File: src/rtl/exec_pkg.sv
package exec_pkg;
  typedef enum logic [3:0] {
    OP_ADD = 4'd0,
    OP_SUB = 4'd1,
    OP_AND = 4'd2,
    OP_ORR = 4'd3,
    OP_EOR = 4'd4,
    OP_BIC = 4'd5,
    OP_MUL = 4'd6,
    OP_MOV = 4'd7,
    OP_CMP = 4'd8,
    OP_B   = 4'd9,
    OP_BL  = 4'd10,
    OP_BEQ = 4'd11,
    OP_BNE = 4'd12,
    OP_BGT = 4'd13,
    OP_BLT = 4'd14,
    OP_BAD = 4'd15
  } op_e;

  localparam int FLAG_W = 3;
  localparam int FL_N   = 2;
  localparam int FL_Z   = 1;
  localparam int FL_C   = 0;
endpackage

File: src/rtl/exec_alu.sv
module exec_alu
  import exec_pkg::*;
#(
  parameter int DATA_W = 32
) (
  input  op_e               op,
  input  logic [DATA_W-1:0] a,
  input  logic [DATA_W-1:0] b,
  output logic [DATA_W-1:0] result,
  output logic              writes
);
  localparam logic [DATA_W-1:0] MUL_MASK = {1'b0, {(DATA_W-1){1'b1}}};

  logic [DATA_W-1:0] product;
  assign product = a * b;

  always_comb begin
    result = '0;
    writes = 1'b1;
    unique case (op)
      OP_ADD:  result = a + b;
      OP_SUB:  result = a - b;
      OP_AND:  result = a & b;
      OP_ORR:  result = a | b;
      OP_EOR:  result = a ^ b;
      OP_BIC:  result = a & ~b;
      OP_MUL:  result = product & MUL_MASK;
      OP_MOV:  result = b;
      default: writes = 1'b0;
    endcase
  end
endmodule

File: src/rtl/exec_cmp.sv
module exec_cmp
  import exec_pkg::*;
#(
  parameter int DATA_W = 32
) (
  input  logic [DATA_W-1:0] a,
  input  logic [DATA_W-1:0] b,
  output logic [FLAG_W-1:0] flags
);
  always_comb begin
    flags = '0;
    if (a < b)       flags[FL_N] = 1'b1;
    else if (a == b) flags[FL_Z] = 1'b1;
    else             flags[FL_C] = 1'b1;
  end
endmodule

File: src/rtl/exec_branch.sv
module exec_branch
  import exec_pkg::*;
#(
  parameter int DATA_W = 32
) (
  input  op_e               op,
  input  logic [FLAG_W-1:0] flags,
  input  logic [DATA_W-1:0] pc_adv,
  input  logic [DATA_W-1:0] offset,
  output logic              taken,
  output logic              link,
  output logic [DATA_W-1:0] target
);
  localparam logic [DATA_W-1:0] STEP = DATA_W'(4);

  assign target = pc_adv - STEP + offset;

  always_comb begin
    taken = 1'b0;
    link  = 1'b0;
    unique case (op)
      OP_B:    taken = 1'b1;
      OP_BL:   begin taken = 1'b1; link = 1'b1; end
      OP_BEQ:  taken = flags[FL_Z];
      OP_BNE:  taken = ~flags[FL_Z];
      OP_BGT:  taken = flags[FL_C];
      OP_BLT:  taken = flags[FL_N];
      default: taken = 1'b0;
    endcase
  end
endmodule

File: src/rtl/exec_core.sv
module exec_core
  import exec_pkg::*;
#(
  parameter int DATA_W = 32
) (
  input  logic              clk,
  input  logic              rst_n,
  input  logic              op_valid_i,
  input  logic [3:0]        opcode_i,
  input  logic              use_imm_i,
  input  logic [DATA_W-1:0] opa_i,
  input  logic [DATA_W-1:0] opb_i,
  input  logic [DATA_W-1:0] imm_i,
  input  logic [DATA_W-1:0] pc_i,
  input  logic [DATA_W-1:0] offset_i,
  output logic              rd_we_o,
  output logic [DATA_W-1:0] rd_wdata_o,
  output logic              br_taken_o,
  output logic [DATA_W-1:0] pc_next_o,
  output logic              link_we_o,
  output logic [DATA_W-1:0] link_data_o,
  output logic [2:0]        flags_o,
  output logic              err_o,
  output logic              halt_o
);
  localparam logic [DATA_W-1:0] STEP = DATA_W'(4);

  op_e               op;
  logic              imm_ok;
  logic              illegal;
  logic              fire;
  logic [DATA_W-1:0] b_sel;
  logic [DATA_W-1:0] alu_res;
  logic              alu_wr;
  logic [FLAG_W-1:0] cmp_flags;
  logic [FLAG_W-1:0] flags_q;
  logic              halted_q;
  logic              br_take;
  logic              br_link;
  logic [DATA_W-1:0] br_target;

  assign op      = op_e'(opcode_i);
  assign imm_ok  = (op == OP_ADD) || (op == OP_MOV) || (op == OP_CMP);
  assign illegal = (op == OP_BAD) || (use_imm_i && !imm_ok);
  assign fire    = op_valid_i && !halted_q && !illegal;
  assign b_sel   = use_imm_i ? imm_i : opb_i;

  exec_alu #(.DATA_W(DATA_W)) u_alu (
    .op     (op),
    .a      (opa_i),
    .b      (b_sel),
    .result (alu_res),
    .writes (alu_wr)
  );

  exec_cmp #(.DATA_W(DATA_W)) u_cmp (
    .a     (opa_i),
    .b     (b_sel),
    .flags (cmp_flags)
  );

  exec_branch #(.DATA_W(DATA_W)) u_br (
    .op     (op),
    .flags  (flags_q),
    .pc_adv (pc_i),
    .offset (offset_i),
    .taken  (br_take),
    .link   (br_link),
    .target (br_target)
  );

  always_ff @(posedge clk or negedge rst_n) begin
    if (!rst_n) begin
      flags_q  <= '0;
      halted_q <= 1'b0;
    end else begin
      if (fire && op == OP_CMP) flags_q <= cmp_flags;
      if (err_o)                halted_q <= 1'b1;
    end
  end

  assign err_o       = op_valid_i && !halted_q && illegal;
  assign halt_o      = halted_q || err_o;
  assign rd_we_o     = fire && alu_wr;
  assign rd_wdata_o  = alu_res;
  assign br_taken_o  = fire && br_take;
  assign link_we_o   = fire && br_link;
  assign link_data_o = pc_i;
  assign flags_o     = flags_q;

  always_comb begin
    if (halt_o)          pc_next_o = pc_i - STEP;
    else if (br_taken_o) pc_next_o = br_target;
    else                 pc_next_o = pc_i;
  end
endmodule

File: config.mk
export PLATFORM = sky130hd
export DESIGN_NAME = exec_core
export DESIGN_NICKNAME = d
export VERILOG_FILES = /design/src/rtl/exec_pkg.sv /design/src/rtl/exec_alu.sv /design/src/rtl/exec_cmp.sv /design/src/rtl/exec_branch.sv /design/src/rtl/exec_core.sv
export SDC_FILE = /design/constraint.sdc
export NUM_CORES = 2
export LEC_CHECK = 0
export BUFFER_PORTS_ARGS = -buffer_cell sky130_fd_sc_hd__buf_2
export CAP_MARGIN = 20
export CORE_MARGIN = 3
export CORE_UTILIZATION = 57
export DETAILED_ROUTE_END_ITERATION = 8
export HOLD_SLACK_MARGIN = 0.15
export PLACE_DENSITY = 0.93
export SKIP_LAST_GASP = 1
export SLEW_MARGIN = 20
export SYNTH_ARGS = -nofsm -noshare
export SYNTH_HDL_FRONTEND = slang
export SYNTH_SLANG_ARGS = --single-unit
File: constraint.sdc
create_clock -name clk -period 8.4 [get_ports clk]
set_clock_uncertainty 0.05 [all_clocks]
set_input_delay 0.42 -clock clk [delete_from_list [all_inputs] [get_ports clk]]
set_output_delay 0.42 -clock clk [all_outputs]
set_load 0.02 [all_outputs]
* Yosys cells after proc, flatten, opt, wreduce, memory -nomap -nowiden
Index checks and enable logic that the tools add are counted.
** Word-level totals
- Input port bits :: 168
- Flip-flop bits (word level) :: 4
** Cells by class
- $add $sub $neg :: 4
- Equal/unequal tests :: 16
- Reductions and logical operators :: 18
- Multiply operators :: 1
- Bitwise gates (word level) :: 6
- Order comparisons :: 1
- Mux-type cells :: 11
** Operators by type and width (number)
- 32-bit one-hot mux with 8 select lines :: 1
- 32-bit 2-to-1 mux :: 3
- 32-bit adder :: 2
- 32-bit bitwise AND :: 2
- 32-bit == test :: 1
- 4-bit == test (second input constant) :: 8
- 32-bit less-than comparator :: 1
- 32-bit by 32-bit multiplier with 31-bit output :: 1
- 32-bit inverter :: 1
- 32-bit OR :: 1
- 32-bit by 3-bit subtractor with 32-bit output (second input constant) :: 1
- 32-bit subtractor :: 1
- 32-bit XOR :: 1
- 4-bit by 3-bit == test with 1-bit output (second input constant) :: 4
- 4-bit by 2-bit == test with 1-bit output (second input constant) :: 2
- 1-bit logical AND :: 8
- 8-bit OR reduction :: 1
- 1-bit 2-to-1 mux :: 5
- 1-bit one-hot mux with 5 select lines :: 1
- 4-bit by 1-bit == test with 1-bit output (second input constant) :: 1
- 4-bit zero test :: 1
- 1-bit logical OR :: 4
- 1-bit zero test :: 3
- 2-bit 2-to-1 mux :: 1
- 2 further kinds :: 2

* Depth between registers and ports, before layout
- Depth in word-level cells :: 11
- Depth in mapped cells :: 32

* Hierarchy
A second synthesis with hierarchy kept.
** Unflattened totals
- Cells, all modules :: 3118
- Area, all modules :: 24069.3 sq um
** By module, submodules not included
- exec_alu :: times used 1, cells an instance 2327, sequential area each 0.0 sq um, area an instance 18585.3 sq um
- exec_branch :: times used 1, cells an instance 381, sequential area each 0.0 sq um, area an instance 2541.2 sq um
- exec_core :: times used 1, cells an instance 291, sequential area each 100.1 sq um, area an instance 2082.0 sq um
- exec_cmp :: times used 1, cells an instance 119, sequential area each 0.0 sq um, area an instance 860.8 sq um

* Least setup slack after synthesis
No wires, ideal clock.
- Path type :: in2out
- From :: in use_imm_i
- To :: out rd_wdata_o[30]
- Setup slack :: -0.588 ns
- Cell stages on the path :: 31
- Arrival :: 8.518 ns
- Data required time :: 7.930 ns
- Cells stage by stage :: clkbuf_1 > buf_2 > buf_1 > mux2_2 > buf_1 > ha_1 > inv_1 > fa_1 > inv_1 > fa_1 > fa_1 > inv_1 > fa_1 > inv_1 > fa_1 > inv_1 > fa_1 > inv_1 > fa_1 > fa_1 > ha_1 > a211oi_1 > o21ai_0 > a31oi_1 > a21boi_0 > or3_1 > a2111oi_0 > nor3_1 > xnor2_1 > a21oi_1 > o221ai_1
** Between the ends
- Word-level cells in the longest chain between the ends :: 4
- Elaborated cells between the ends (all ways) :: 10
- Classes of those cells :: add/sub: 2; mul: 1; mux: 2; bitwise: 5
** RTL lines
- from (decl) :: RTL line exec_core.sv:10 : input logic use_imm_i,
- 32-bit 2-to-1 mux * :: RTL line exec_core.sv:46 : assign b_sel = use_imm_i ? imm_i : opb_i;
- parallel branches: the longest is 2 deep, another holds 32-bit by 32-bit multiplier with 31-bit output
- 32-bit one-hot mux with 8 select lines * :: RTL line exec_alu.sv:20 : unique case (op)
- to (decl) :: RTL line exec_core.sv:17 : output logic [DATA_W-1:0] rd_wdata_o,
Every way passes the cells marked *.

* Worst setup path after layout
- From :: in use_imm_i
- To :: out rd_wdata_o[29]
Same word-level chain as after synthesis.

==> results.py <==
metrics = {
    "outcome": {
        "status": "complete, but fails checks",
        "failed_checks": "setup timing",
    },
    "synth": {
        "synth_area_um2": 22520,
        "synthArstFlopShare_pct": 100.0,
        "synth_top_area_share_pct": 34.05,
        "ys_types": 72,
        "synthFlopType": "dfrtp_1",
        "synth_top_family_by_area": "adder cells",
        "yosysMostFrequentCell": "inv_1",
        "syn_avg_cell_area_um2": 7.711,
        "synthSimpleGateAreaFrac_pct": 16.83,
        "synth-xor-area-share_pct": 5.113,
        "muxShareOfSynthArea_pct": 1.878,
        "yosys.area.top_type": "fa_1",
        "synth-compound-area-share_pct": 17.06,
        "ys_ff_latch": 4,
        "yosysSeqAreaShare_pct": 0.4446,
        "yosys_warnings": 0,
        "synth_edf_count": 0,
        "synth_common_cells": "inv_1, fa_1, nand2_1",
        "synthesis.nets": 3718,
        "synthAdderAreaFrac_pct": 47.78,
        "yosys-top-cells-area": "fa_1, ha_1, inv_1",
        "synthCells": 2920,
    },
    "worst_setup_path": {
        "max_stage_delay_ps": 600,
        "critical_path.slowest_cell": "fa_1",
        "cp_data_required_time_ps": 7930,
        "worst-path-buf-inv": 10,
        "path_max_fanout": 8,
        "critPathLaunchType": "primary input",
        "cp_common_cell": "fa_1",
        "arrival_ps": 8080,
        "path_delay_family": "adder cells",
        "worstSetupPathType": "primary input to primary output",
        "endpoint_kind": "primary output",
    },
    "floorplanning": {
        "fp.dieW_um": 204.7,
        "die_height_um": 204.7,
        "start_util_pct": 57.99,
        "core_um2": 38830,
        "io_pins": 272,
        "die_area_um2": 41920,
        "row_count": 72,
    },
    "cts": {
        "clock_latency_ps": 220,
        "cts_inserted_buffers": 3,
        "cts_tree": "done",
        "cts-htree-levels": 1,
        "clk_pin_slew_worst_paths_ps": 30,
        "clockBufferDepth": 2,
        "cts_root_buffer": "clkbuf_16",
        "cts_sinks": 4,
    },
    "timing": {
        "rsz0062_at_grt": "true",
        "slew_headroom_pct": 20.65,
        "period_share_pct": 101.8,
        "hold_viol_final": 0,
        "min_period_ps": 8553,
        "fmax_mhz": 116.9,
        "tns_ps": -475.8,
        "worst_pin_slew_ps": 1189,
        "setup_viol": 6,
        "worst_slack_ps": -152.6,
        "slew_viol_final": 0,
    },
    "global_route": {
        "grt_use_total_pct": 43.85,
        "grt_pass1_vias": 24510,
        "grt_pass1_wl_um": 139700,
        "grt_max_degree": 35,
        "antenna_found_initial": 1,
        "grt_overflow_total": 0,
    },
    "placement": {
        "post-dp-hpwl_um": 76970,
        "io_buffers": 271,
        "place_ws_ps": -375.6,
        "globalplace.congestion": 1.100,
    },
    "route": {
        "ant_nets": 0,
        "drc_errors": 0,
        "vias": 24640,
        "viasPerCell": 6.421,
        "wl_per_cell_um": 25.33,
        "first_iter_violations": 3341,
        "firstDrtPassIters": 6,
        "drt-total-wl_um": 97190,
    },
    "finish": {
        "drive_gt1_share_pct": 21.46,
        "area_delta_synth_final_pct": 19.69,
        "layout.nets": 4118,
    },
    "worst_hold_path": {
        "hp-class": "primary input to async pin",
    },
    "job": {
        "drv_cap": 0,
    },
}
## routing by layer
layer | routed length (um) | global-route usage, % | vias to the layer above
li1 | - | - | 10310
met1 | 31320 | 50.94 | 11600
met2 | 41240 | 67.38 | 1999
met3 | 13600 | 13.13 | 726
met4 | 11020 | 35.00 | 2
met5 | 11 | 0 | -
## placed cells by master (no fill, tap or decap), types with 12 or more instances in the layout
| cell type | instances |
|---|---|
| buf_4 | 261 |
| xor2_1 | 37 |
| or3_1 | 15 |
| o21bai_1 | 18 |
| buf_6 | 19 |
| nand2_1 | 359 |
| buf_12 | 20 |
| nand3_1 | 29 |
| fa_2 | 20 |
| o21a_1 | 26 |
| a22oi_1 | 18 |
| fa_1 | 363 |
| nand2b_1 | 21 |
| a21oi_1 | 162 |
| o21ai_0 | 112 |
| o221ai_1 | 19 |
| nor4_1 | 12 |
| buf_2 | 268 |
| nand4_1 | 12 |
| xnor2_1 | 87 |
| clkinv_1 | 12 |
| nor2b_1 | 17 |
| ha_1 | 235 |
| mux2i_1 | 18 |
| a31oi_1 | 17 |
| o22ai_1 | 39 |
| a211oi_1 | 17 |
| inv_1 | 407 |
| nor2_1 | 351 |
| inv_2 | 16 |
| nor3_1 | 41 |
| a221oi_1 | 25 |
| a21o_1 | 28 |
## layout make-up
| type | instances | area (um^2) |
|---|---|---|
| Sequential cell | 4 | 100.1 |
| Clock buffer | 3 | 75.07 |
| Inverter | 442 | 1680 |
| Multi-Input combinational cell | 2297 | 20460 |
| Tap cell | 518 | 648.1 |
| Antenna cell | 1 | 2.502 |
| Timing Repair Buffer | 572 | 3983 |
| Fill cell | 3045 | 11880 |
## timing repair
item,CTS,global route
buffers inserted,8,24
pin swaps,8,76
cloned,1,0
hold buffers,1,0
endpoints found under the setup margin,10,13
hold endpoints to repair,4,0
gates resized for setup,32,131
## per-stage QoR
| step | hold slack [ps] | utilization (%) | instance area [um^2] | instances |
|---|---|---|---|---|
| after floorplan | 74.41 | - | 22560 | 2920 |
| after global placement | 174.1 | 67.03 | 26030 | 3803 |
| after detailed placement | 178.8 | 67.03 | 26030 | 3803 |
| after CTS | 482.8 | 67.85 | 26340 | 3816 |
| after global routing | 516.1 | 69.40 | 26950 | 3836 |
| final | 493.7 | 69.41 | 26950 | 3837 |
## logic make-up (layout without fill, tap and decap cells)
logic type | count (synthesis) | count (layout)
AOI/OAI and AO/OA | 594 | 594
DFF | 4 | 4
other | 0 | 1
xor gates and xnor gates | 129 | 129
and+or+nand+nor | 903 | 903
buffers and inverters | 619 | 1017
adders and majority gates | 630 | 630
muxes | 41 | 41
## state kept, by name, summed over array words and instances, names as in the netlist
signal,count
halted_q,1
flags_o,3
## worst paths after layout
check	from	endpoint	slack (ps)	cells after the start
worst max-delay path	use_imm_i	rd_wdata_o[29]	-150	31
worst min-delay path	rst_n	flags_o[0]	490	2
worst max register to register	halted_q	flags_o[1]	7040	5
worst min register to register	flags_o[2]	flags_o[2]	520	2
max in group asynchronous	rst_n	halted_q	7680	2
min in group clk	flags_o[2]	flags_o[2]	520	2
Power is left out: the tool's default activity adds up to more than one toggle a clock period on the data nets, which glitch-free logic cannot reach.
